===== src/rtl/irq_disp_pkg.sv =====
package irq_disp_pkg;
  typedef enum logic {
    TRIG_EDGE  = 1'b0,
    TRIG_LEVEL = 1'b1
  } trig_e;
endpackage


===== src/rtl/irq_pin_ctl.sv =====
module irq_pin_ctl
  import irq_disp_pkg::*;
(
  input  logic clk_i,
  input  logic rst_ni,
  input  logic rpt_vld_i,
  input  logic rpt_lvl_i,
  input  logic cfg_trig_i,
  input  logic cfg_mask_i,
  input  logic cfg_wr_i,
  input  logic pick_i,
  input  logic acc_hit_i,
  output logic need_o,
  output logic blk_o,
  output logic pend_o,
  output logic rack_o,
  output logic coal_o
);
  logic irr_q, dlvd_q, need_q, rack_q, coal_q;
  logic is_lvl, rise, fall, fire;

  assign is_lvl = (trig_e'(cfg_trig_i) == TRIG_LEVEL);
  assign rise   = rpt_vld_i & rpt_lvl_i;
  assign fall   = rpt_vld_i & ~rpt_lvl_i;
  assign blk_o  = cfg_mask_i | (is_lvl & rack_q);
  assign fire   = pick_i & ~blk_o;

  always_ff @(posedge clk_i or negedge rst_ni) begin
    if (!rst_ni) begin
      irr_q  <= 1'b0;
      dlvd_q <= 1'b0;
      need_q <= 1'b0;
      rack_q <= 1'b0;
      coal_q <= 1'b0;
    end else begin
      coal_q <= rise & ~is_lvl & irr_q;
      if (fall)      irr_q <= 1'b0;
      else if (rise) irr_q <= 1'b1;
      // a new edge invalidates the previous delivery
      if (rise & ~is_lvl)      dlvd_q <= 1'b0;
      else if (fire & ~is_lvl) dlvd_q <= 1'b1;
      if (fall)                                need_q <= 1'b0;
      else if (rise & (is_lvl | ~irr_q))       need_q <= 1'b1;
      else if (cfg_wr_i & is_lvl & irr_q)      need_q <= 1'b1;
      else if (pick_i)                         need_q <= 1'b0;
      if (cfg_wr_i & ~is_lvl) rack_q <= 1'b0;
      else if (acc_hit_i)     rack_q <= 1'b1;
    end
  end

  assign need_o = need_q;
  assign pend_o = irr_q & ~dlvd_q;
  assign rack_o = rack_q;
  assign coal_o = coal_q;


  deassert_clears_chk: assert property (@(posedge clk_i) disable iff (!rst_ni)
    fall |=> (!irr_q && !need_q));

  rack_rise_chk: assert property (@(posedge clk_i) disable iff (!rst_ni)
    $rose(rack_q) |-> $past(acc_hit_i));

  coalesce_pend_chk: assert property (@(posedge clk_i) disable iff (!rst_ni)
    coal_q |-> irr_q);
endmodule


===== src/rtl/irq_low_pick.sv =====
module irq_low_pick #(
  parameter int N = 8
) (
  input  logic         clk_i,
  input  logic         rst_ni,
  input  logic [N-1:0] req_i,
  output logic [N-1:0] grant_o
);
  always_comb begin
    logic taken;
    taken   = 1'b0;
    grant_o = '0;
    for (int i = 0; i < N; i++) begin
      if (req_i[i] && !taken) begin
        grant_o[i] = 1'b1;
        taken      = 1'b1;
      end
    end
  end


  one_grant_chk: assert property (@(posedge clk_i) disable iff (!rst_ni)
    $onehot0(grant_o));

  grant_subset_chk: assert property (@(posedge clk_i) disable iff (!rst_ni)
    ((grant_o & ~req_i) == '0) && ((req_i != '0) == (grant_o != '0)));
endmodule


===== src/rtl/irq_dlv_reg.sv =====
module irq_dlv_reg #(
  parameter int PIN_W = 3,
  parameter int VEC_W = 8,
  parameter int DST_W = 8
) (
  input  logic             clk_i,
  input  logic             rst_ni,
  input  logic             load_i,
  input  logic [PIN_W-1:0] pin_i,
  input  logic [VEC_W-1:0] vec_i,
  input  logic [DST_W-1:0] dst_i,
  input  logic             trig_i,
  input  logic             ack_i,
  output logic             req_o,
  output logic [PIN_W-1:0] pin_o,
  output logic [VEC_W-1:0] vec_o,
  output logic [DST_W-1:0] dst_o,
  output logic             trig_o
);
  logic             req_q, trig_q;
  logic [PIN_W-1:0] pin_q;
  logic [VEC_W-1:0] vec_q;
  logic [DST_W-1:0] dst_q;

  always_ff @(posedge clk_i or negedge rst_ni) begin
    if (!rst_ni) begin
      req_q  <= 1'b0;
      trig_q <= 1'b0;
      pin_q  <= '0;
      vec_q  <= '0;
      dst_q  <= '0;
    end else if (req_q) begin
      if (ack_i) req_q <= 1'b0;
    end else if (load_i) begin
      req_q  <= 1'b1;
      trig_q <= trig_i;
      pin_q  <= pin_i;
      vec_q  <= vec_i;
      dst_q  <= dst_i;
    end
  end

  assign req_o  = req_q;
  assign pin_o  = pin_q;
  assign vec_o  = vec_q;
  assign dst_o  = dst_q;
  assign trig_o = trig_q;


  req_hold_chk: assert property (@(posedge clk_i) disable iff (!rst_ni)
    (req_q && !ack_i) |=> (req_q && $stable({pin_q, vec_q, dst_q, trig_q})));

  req_drop_chk: assert property (@(posedge clk_i) disable iff (!rst_ni)
    (req_q && ack_i) |=> !req_q);
endmodule


===== src/rtl/irq_pin_dispatch.sv =====
module irq_pin_dispatch #(
  parameter int NUM_PINS = 8,
  parameter int VEC_W    = 8,
  parameter int DST_W    = 8,
  localparam int PIN_W   = (NUM_PINS > 1) ? $clog2(NUM_PINS) : 1
) (
  input  logic                      clk_i,
  input  logic                      rst_ni,
  input  logic [NUM_PINS-1:0]       rpt_vld_i,
  input  logic [NUM_PINS-1:0]       rpt_lvl_i,
  input  logic [NUM_PINS-1:0]       cfg_trig_i,
  input  logic [NUM_PINS-1:0]       cfg_mask_i,
  input  logic [NUM_PINS*VEC_W-1:0] cfg_vec_i,
  input  logic [NUM_PINS*DST_W-1:0] cfg_dst_i,
  input  logic [NUM_PINS-1:0]       cfg_wr_i,
  output logic                      dlv_req_o,
  output logic [PIN_W-1:0]          dlv_pin_o,
  output logic [VEC_W-1:0]          dlv_vec_o,
  output logic [DST_W-1:0]          dlv_dst_o,
  output logic                      dlv_trig_o,
  input  logic                      dlv_ack_i,
  input  logic                      dlv_hit_i,
  output logic [NUM_PINS-1:0]       coal_o,
  output logic [NUM_PINS-1:0]       pend_o,
  output logic [NUM_PINS-1:0]       rack_o
);
  logic [NUM_PINS-1:0] need, blk, grant, cand, acc_hit;
  logic                issue, sel_trig;
  logic [PIN_W-1:0]    sel_pin;
  logic [VEC_W-1:0]    sel_vec;
  logic [DST_W-1:0]    sel_dst;

  // no new pick while a request is outstanding
  assign cand  = need & {NUM_PINS{~dlv_req_o}};
  assign issue = |(grant & ~blk);

  irq_low_pick #(.N(NUM_PINS)) u_pick (
    .clk_i   (clk_i),
    .rst_ni  (rst_ni),
    .req_i   (cand),
    .grant_o (grant)
  );

  always_comb begin
    sel_pin  = '0;
    sel_vec  = '0;
    sel_dst  = '0;
    sel_trig = 1'b0;
    for (int i = 0; i < NUM_PINS; i++) begin
      if (grant[i]) begin
        sel_pin  = PIN_W'(i);
        sel_vec  = cfg_vec_i[i*VEC_W +: VEC_W];
        sel_dst  = cfg_dst_i[i*DST_W +: DST_W];
        sel_trig = cfg_trig_i[i];
      end
    end
  end

  for (genvar g = 0; g < NUM_PINS; g++) begin : g_pin
    assign acc_hit[g] = dlv_req_o & dlv_ack_i & dlv_hit_i & dlv_trig_o
                      & (dlv_pin_o == PIN_W'(g));
    irq_pin_ctl u_pin (
      .clk_i      (clk_i),
      .rst_ni     (rst_ni),
      .rpt_vld_i  (rpt_vld_i[g]),
      .rpt_lvl_i  (rpt_lvl_i[g]),
      .cfg_trig_i (cfg_trig_i[g]),
      .cfg_mask_i (cfg_mask_i[g]),
      .cfg_wr_i   (cfg_wr_i[g]),
      .pick_i     (grant[g]),
      .acc_hit_i  (acc_hit[g]),
      .need_o     (need[g]),
      .blk_o      (blk[g]),
      .pend_o     (pend_o[g]),
      .rack_o     (rack_o[g]),
      .coal_o     (coal_o[g])
    );
  end

  irq_dlv_reg #(.PIN_W(PIN_W), .VEC_W(VEC_W), .DST_W(DST_W)) u_dlv (
    .clk_i  (clk_i),
    .rst_ni (rst_ni),
    .load_i (issue),
    .pin_i  (sel_pin),
    .vec_i  (sel_vec),
    .dst_i  (sel_dst),
    .trig_i (sel_trig),
    .ack_i  (dlv_ack_i),
    .req_o  (dlv_req_o),
    .pin_o  (dlv_pin_o),
    .vec_o  (dlv_vec_o),
    .dst_o  (dlv_dst_o),
    .trig_o (dlv_trig_o)
  );


  masked_no_req_chk: assert property (@(posedge clk_i) disable iff (!rst_ni)
    $rose(dlv_req_o) |-> !$past(cfg_mask_i[dlv_pin_o]));
endmodule


===== config.mk =====
export PLATFORM = sky130hd
export DESIGN_NAME = irq_pin_dispatch
export DESIGN_NICKNAME = d
export VERILOG_FILES = /design/src/rtl/irq_disp_pkg.sv /design/src/rtl/irq_pin_ctl.sv /design/src/rtl/irq_low_pick.sv /design/src/rtl/irq_dlv_reg.sv /design/src/rtl/irq_pin_dispatch.sv
export SDC_FILE = /design/constraint.sdc
export NUM_CORES = 1
export LEC_CHECK = 0
export ABC_AREA = 1
export BUFFER_PORTS_ARGS = -buffer_cell sky130_fd_sc_hd__buf_2
export CAP_MARGIN = 10
export CELL_PAD_IN_SITES_DETAIL_PLACEMENT = 2
export CELL_PAD_IN_SITES_GLOBAL_PLACEMENT = 2
export CORE_ASPECT_RATIO = 0.5
export CORE_MARGIN = 4
export CORE_UTILIZATION = 24
export CTS_BUF_LIST = sky130_fd_sc_hd__clkbuf_16
export DETAILED_ROUTE_END_ITERATION = 8
export GPL_ROUTABILITY_DRIVEN = 1
export GPL_TIMING_DRIVEN = 0
export PLACE_DENSITY_LB_ADDON = 0.1
export SETUP_SLACK_MARGIN = 0.1
export SYNTH_ARGS = -nofsm -noshare
export SYNTH_HDL_FRONTEND = slang
export SYNTH_SLANG_ARGS = --single-unit

===== constraint.sdc =====
create_clock -name clk_i -period 2.2 [get_ports clk_i]
set_clock_uncertainty 0.2 [all_clocks]
set_input_delay 0.22 -clock clk_i [delete_from_list [all_inputs] [get_ports clk_i]]
set_output_delay 0.22 -clock clk_i [all_outputs]
set_load 0.02 [all_outputs]

==> results.json <==
{
  "status": "finished, final reports clean",
  "crit_chain": "buf_6 -> clkinv_8 -> nand2_8 -> nor2_4 -> nand2_2 -> nand2_2 -> nor2_4 -> buf_6 -> nand3_4 -> nor2_4 -> buf_12 -> buf_8 -> nand4_1 -> nand2_1",
  "synth_area_leaders": "dfrtp_1 (35%), nand2_1 (13%), nand4_1 (7.5%)",
  "drcViolationCount": 0,
  "avgRoutedWirePerCell_um": 19.6,
  "critPathMaxFanout": 7,
  "grt_use_total": 0.211,
  "cp.required_ns": 2.27,
  "dpl_cell_area_mm2": 0.00577,
  "finalSetupTns_ns": 0,
  "start_util": 0.249,
  "setup_viol": 0,
  "synth_nets": 814,
  "htreeDepth": 3,
  "ff_latch_area_mm2": 0.00153,
  "syn_area_mm2": 0.00439,
  "cp_data_arrival_time_ns": 2.22,
  "timing.critical_path.mode_cell": "nor2_4",
  "min_path_type": "primary input to register",
  "hpwl_um": 17600,
  "firstDrtPassIters": 4,
  "die_h_um": 104,
  "grt_pass1_vias": 6115,
  "drive_gt1_frac": 0.388,
  "cap_viol_max_count": 0,
  "die_w_um": 199,
  "start_kind": "register",
  "synth_top_area_frac": 0.347,
  "multiInputGateArea_mm2": 0.00246,
  "slew_violations": 0,
  "p_per_area_mw_per_mm2": 1130,
  "synth_cells": 642,
  "ys_seq_elements": 61,
  "grt.overflow.total": 0,
  "synth_cell_types": 31,
  "cts.path.max_buffers": 2,
  "die_area_mm2": 0.0207,
  "viasPerCell": 4.79,
  "max_stage_delay_ns": 0.36,
  "fin_crit_ns": 2.16,
  "yosysWarnings": 0,
  "syn_area_per_cell_um2": 6.84,
  "num_vias": 5658,
  "num_io_pins": 217,
  "slew-limit-headroom": 0.433,
  "grt_first_pass_wirelength_um": 34400,
  "fin_crit_sh": 0.981,
  "core_area_mm2": 0.0177,
  "grt_max_degree": 62,
  "cts_root_buffer": "clkbuf_16",
  "drtIter0Drc": 216,
  "numCtsBuffers": 9,
  "slowest_stage": "dfrtp_1",
  "io_buffers": 216,
  "final_nets": 1112,
  "end_kind": "register",
  "cts_sinks": 61,
  "ant_nets": 0,
  "totalWireLength_um": 23100,
  "path_clk_slew_ns": 0.07,
  "seq_area_frac_synth": 0.347,
  "yosysTopAreaCell": "dfrtp_1",
  "finalInstanceArea_mm2": 0.00713,
  "rsz0062_at_grt": "yes",
  "clock_latency_ns": 0.33,
  "rows": 34,
  "place_congestion": 0.801,
  "worstMarginPinSlew_ns": 0.851,
  "power.leakage_nw": 3.89,
  "hold_viol_final": 0,
  "worst_ir_drop_vdd_mv": 0.405,
  "syn2layout_area_growth_pct": 62.2,
  "fill_cells": 2098,
  "cts_tree": "yes",
  "crit_type": "register to register",
  "clock.fmax_mhz": 463,
  "grt_antenna_before_repair": 1
}
[sequential cells by signal, summed over array words and instances (netlist names)]
register and flops:
g_pin.u_pin.coal_o 8, g_pin.u_pin.dlvd_q 8, g_pin.u_pin.irr_q 8, g_pin.u_pin.need_o 8, g_pin.u_pin.rack_o 8, u_dlv.dst_o 8
u_dlv.pin_o 3, u_dlv.req_o 1, u_dlv.trig_o 1, u_dlv.vec_o 8
[through the flow]
step / total power (W) / setup WS (ns) / cells / hold WS [ns] / utilization
after CTS: 0.00746 / 0.0808 / 1163 / 0.0202 / 0.384
after detailed placement: 0.00532 / -0.134 / 1092 / 0.182 / 0.327
after global routing: 0.00859 / -0.0968 / 1180 / 0.0390 / 0.404
after floorplan: 0.00398 / 0.244 / 642 / -0.276 / -
final: 0.00803 / 0.0411 / 1180 / 0.0282 / 0.404
after global placement: 0.00523 / -0.0958 / 1092 / 0.218 / 0.327
[final cells by class]
| cell class | count | area share |
|---|---|---|
| multi-input combinational | 456 | 0.346 |
| timing repair buffer | 286 | 0.252 |
| sequential | 61 | 0.214 |
| buffer | 52 | 0.0602 |
| inverter | 74 | 0.0411 |
| tap | 234 | 0.0411 |
| clock buffer | 9 | 0.0316 |
| clock inverter | 7 | 0.0137 |
| antenna | 1 | 0.000351 |
[synth_stat cells]
| cell | count |
|---|---|
| a21o_1 | 1 |
| a21oi_1 | 23 |
| a22oi_1 | 8 |
| a31oi_1 | 7 |
| buf_2 | 12 |
| buf_4 | 28 |
| buf_6 | 4 |
| clkbuf_1 | 8 |
| dfrtp_1 | 61 |
| inv_1 | 68 |
| inv_2 | 5 |
| inv_4 | 1 |
| nand2_1 | 147 |
| nand2_2 | 7 |
| nand3_1 | 56 |
| nand3_2 | 2 |
| nand4_1 | 53 |
| nand4_2 | 1 |
| nand4_4 | 2 |
| nor2_1 | 84 |
| nor2_2 | 3 |
| nor2_4 | 3 |
| nor2_8 | 1 |
| nor3_1 | 19 |
| nor3_2 | 1 |
| nor3b_1 | 10 |
| o21ai_0 | 19 |
| o21ai_2 | 1 |
| o21ba_2 | 1 |
| o22a_1 | 5 |
| or2_2 | 1 |
[layer usage]
layer	vias to the layer above	part of all wire	GRT usage
li1	2721	-	-
met3	5	0.041	0.0324
met2	123	0.48	0.354
met5	-	0	0
met1	2809	0.48	0.295
met4	0	0.0023	0.0262
[power breakdown]
part | internal (W) | total, W | switching [W]
Clock | 0.000998 | 0.00160 | 0.000605
Combinational | 0.00192 | 0.00477 | 0.00285
Sequential | 0.00142 | 0.00166 | 0.000240
[cells in the final DEF, fill, tap and decap left out, types with 17 or more instances in the layout]
master         count
nor3_1            17
dlygate4sd3_1     38
inv_1             67
buf_4             51
nand4_1           53
nand3_1           53
nor2_1            79
dfrtp_1           60
a21oi_1           23
buf_2            219
nand2_1          135
o21ai_0           18
[logic make-up (layout without fill, tap and decap cells)]
| logic type | Yosys count | in the layout | share of synthesized area |
|---|---|---|---|
| AO/OA/AOI/OAI | 65 | 65 | 0.0874 |
| other | 0 | 1 | 0 |
| AND/OR/NAND/NOR | 390 | 391 | 0.423 |
| flip-flops | 61 | 61 | 0.347 |
| buffers and inverters | 126 | 428 | 0.142 |
[critical path, delay by kind of cell, from the launching register on]
kind | cells | cell delay, ns
flip-flops | 1 | 0.36
AND/OR/NAND/NOR | 9 | 0.86
buffers and inverters | 5 | 0.65
[what timing repair did]
item	4_1_cts	5_1_grt
gates resized for setup	46	48
buffers inserted	15	14
endpoints found under the hold margin	94	0
endpoints found under the setup margin	23	26
hold buffers	38	0
pin swaps	6	19
cloned	2	2
[worst paths after layout]
kind                            slack, ns               endpoint                  start  depth (start not counted)
worst min register to register       0.31  g_pin[1].u_pin.dlvd_q  g_pin[1].u_pin.dlvd_q                          1
worst max register to register       0.04         u_dlv.pin_o[2]            u_dlv.req_o                         14
min in group asynchronous            0.32   g_pin[1].u_pin.irr_q                 rst_ni                          2
worst min-delay path                 0.03  g_pin[2].u_pin.dlvd_q          cfg_mask_i[2]                          3
worst max-delay path                 0.04         u_dlv.pin_o[2]            u_dlv.req_o                         14
max in group asynchronous            0.89  g_pin[0].u_pin.need_o                 rst_ni                          2
(Power assumes the default switching activity.)
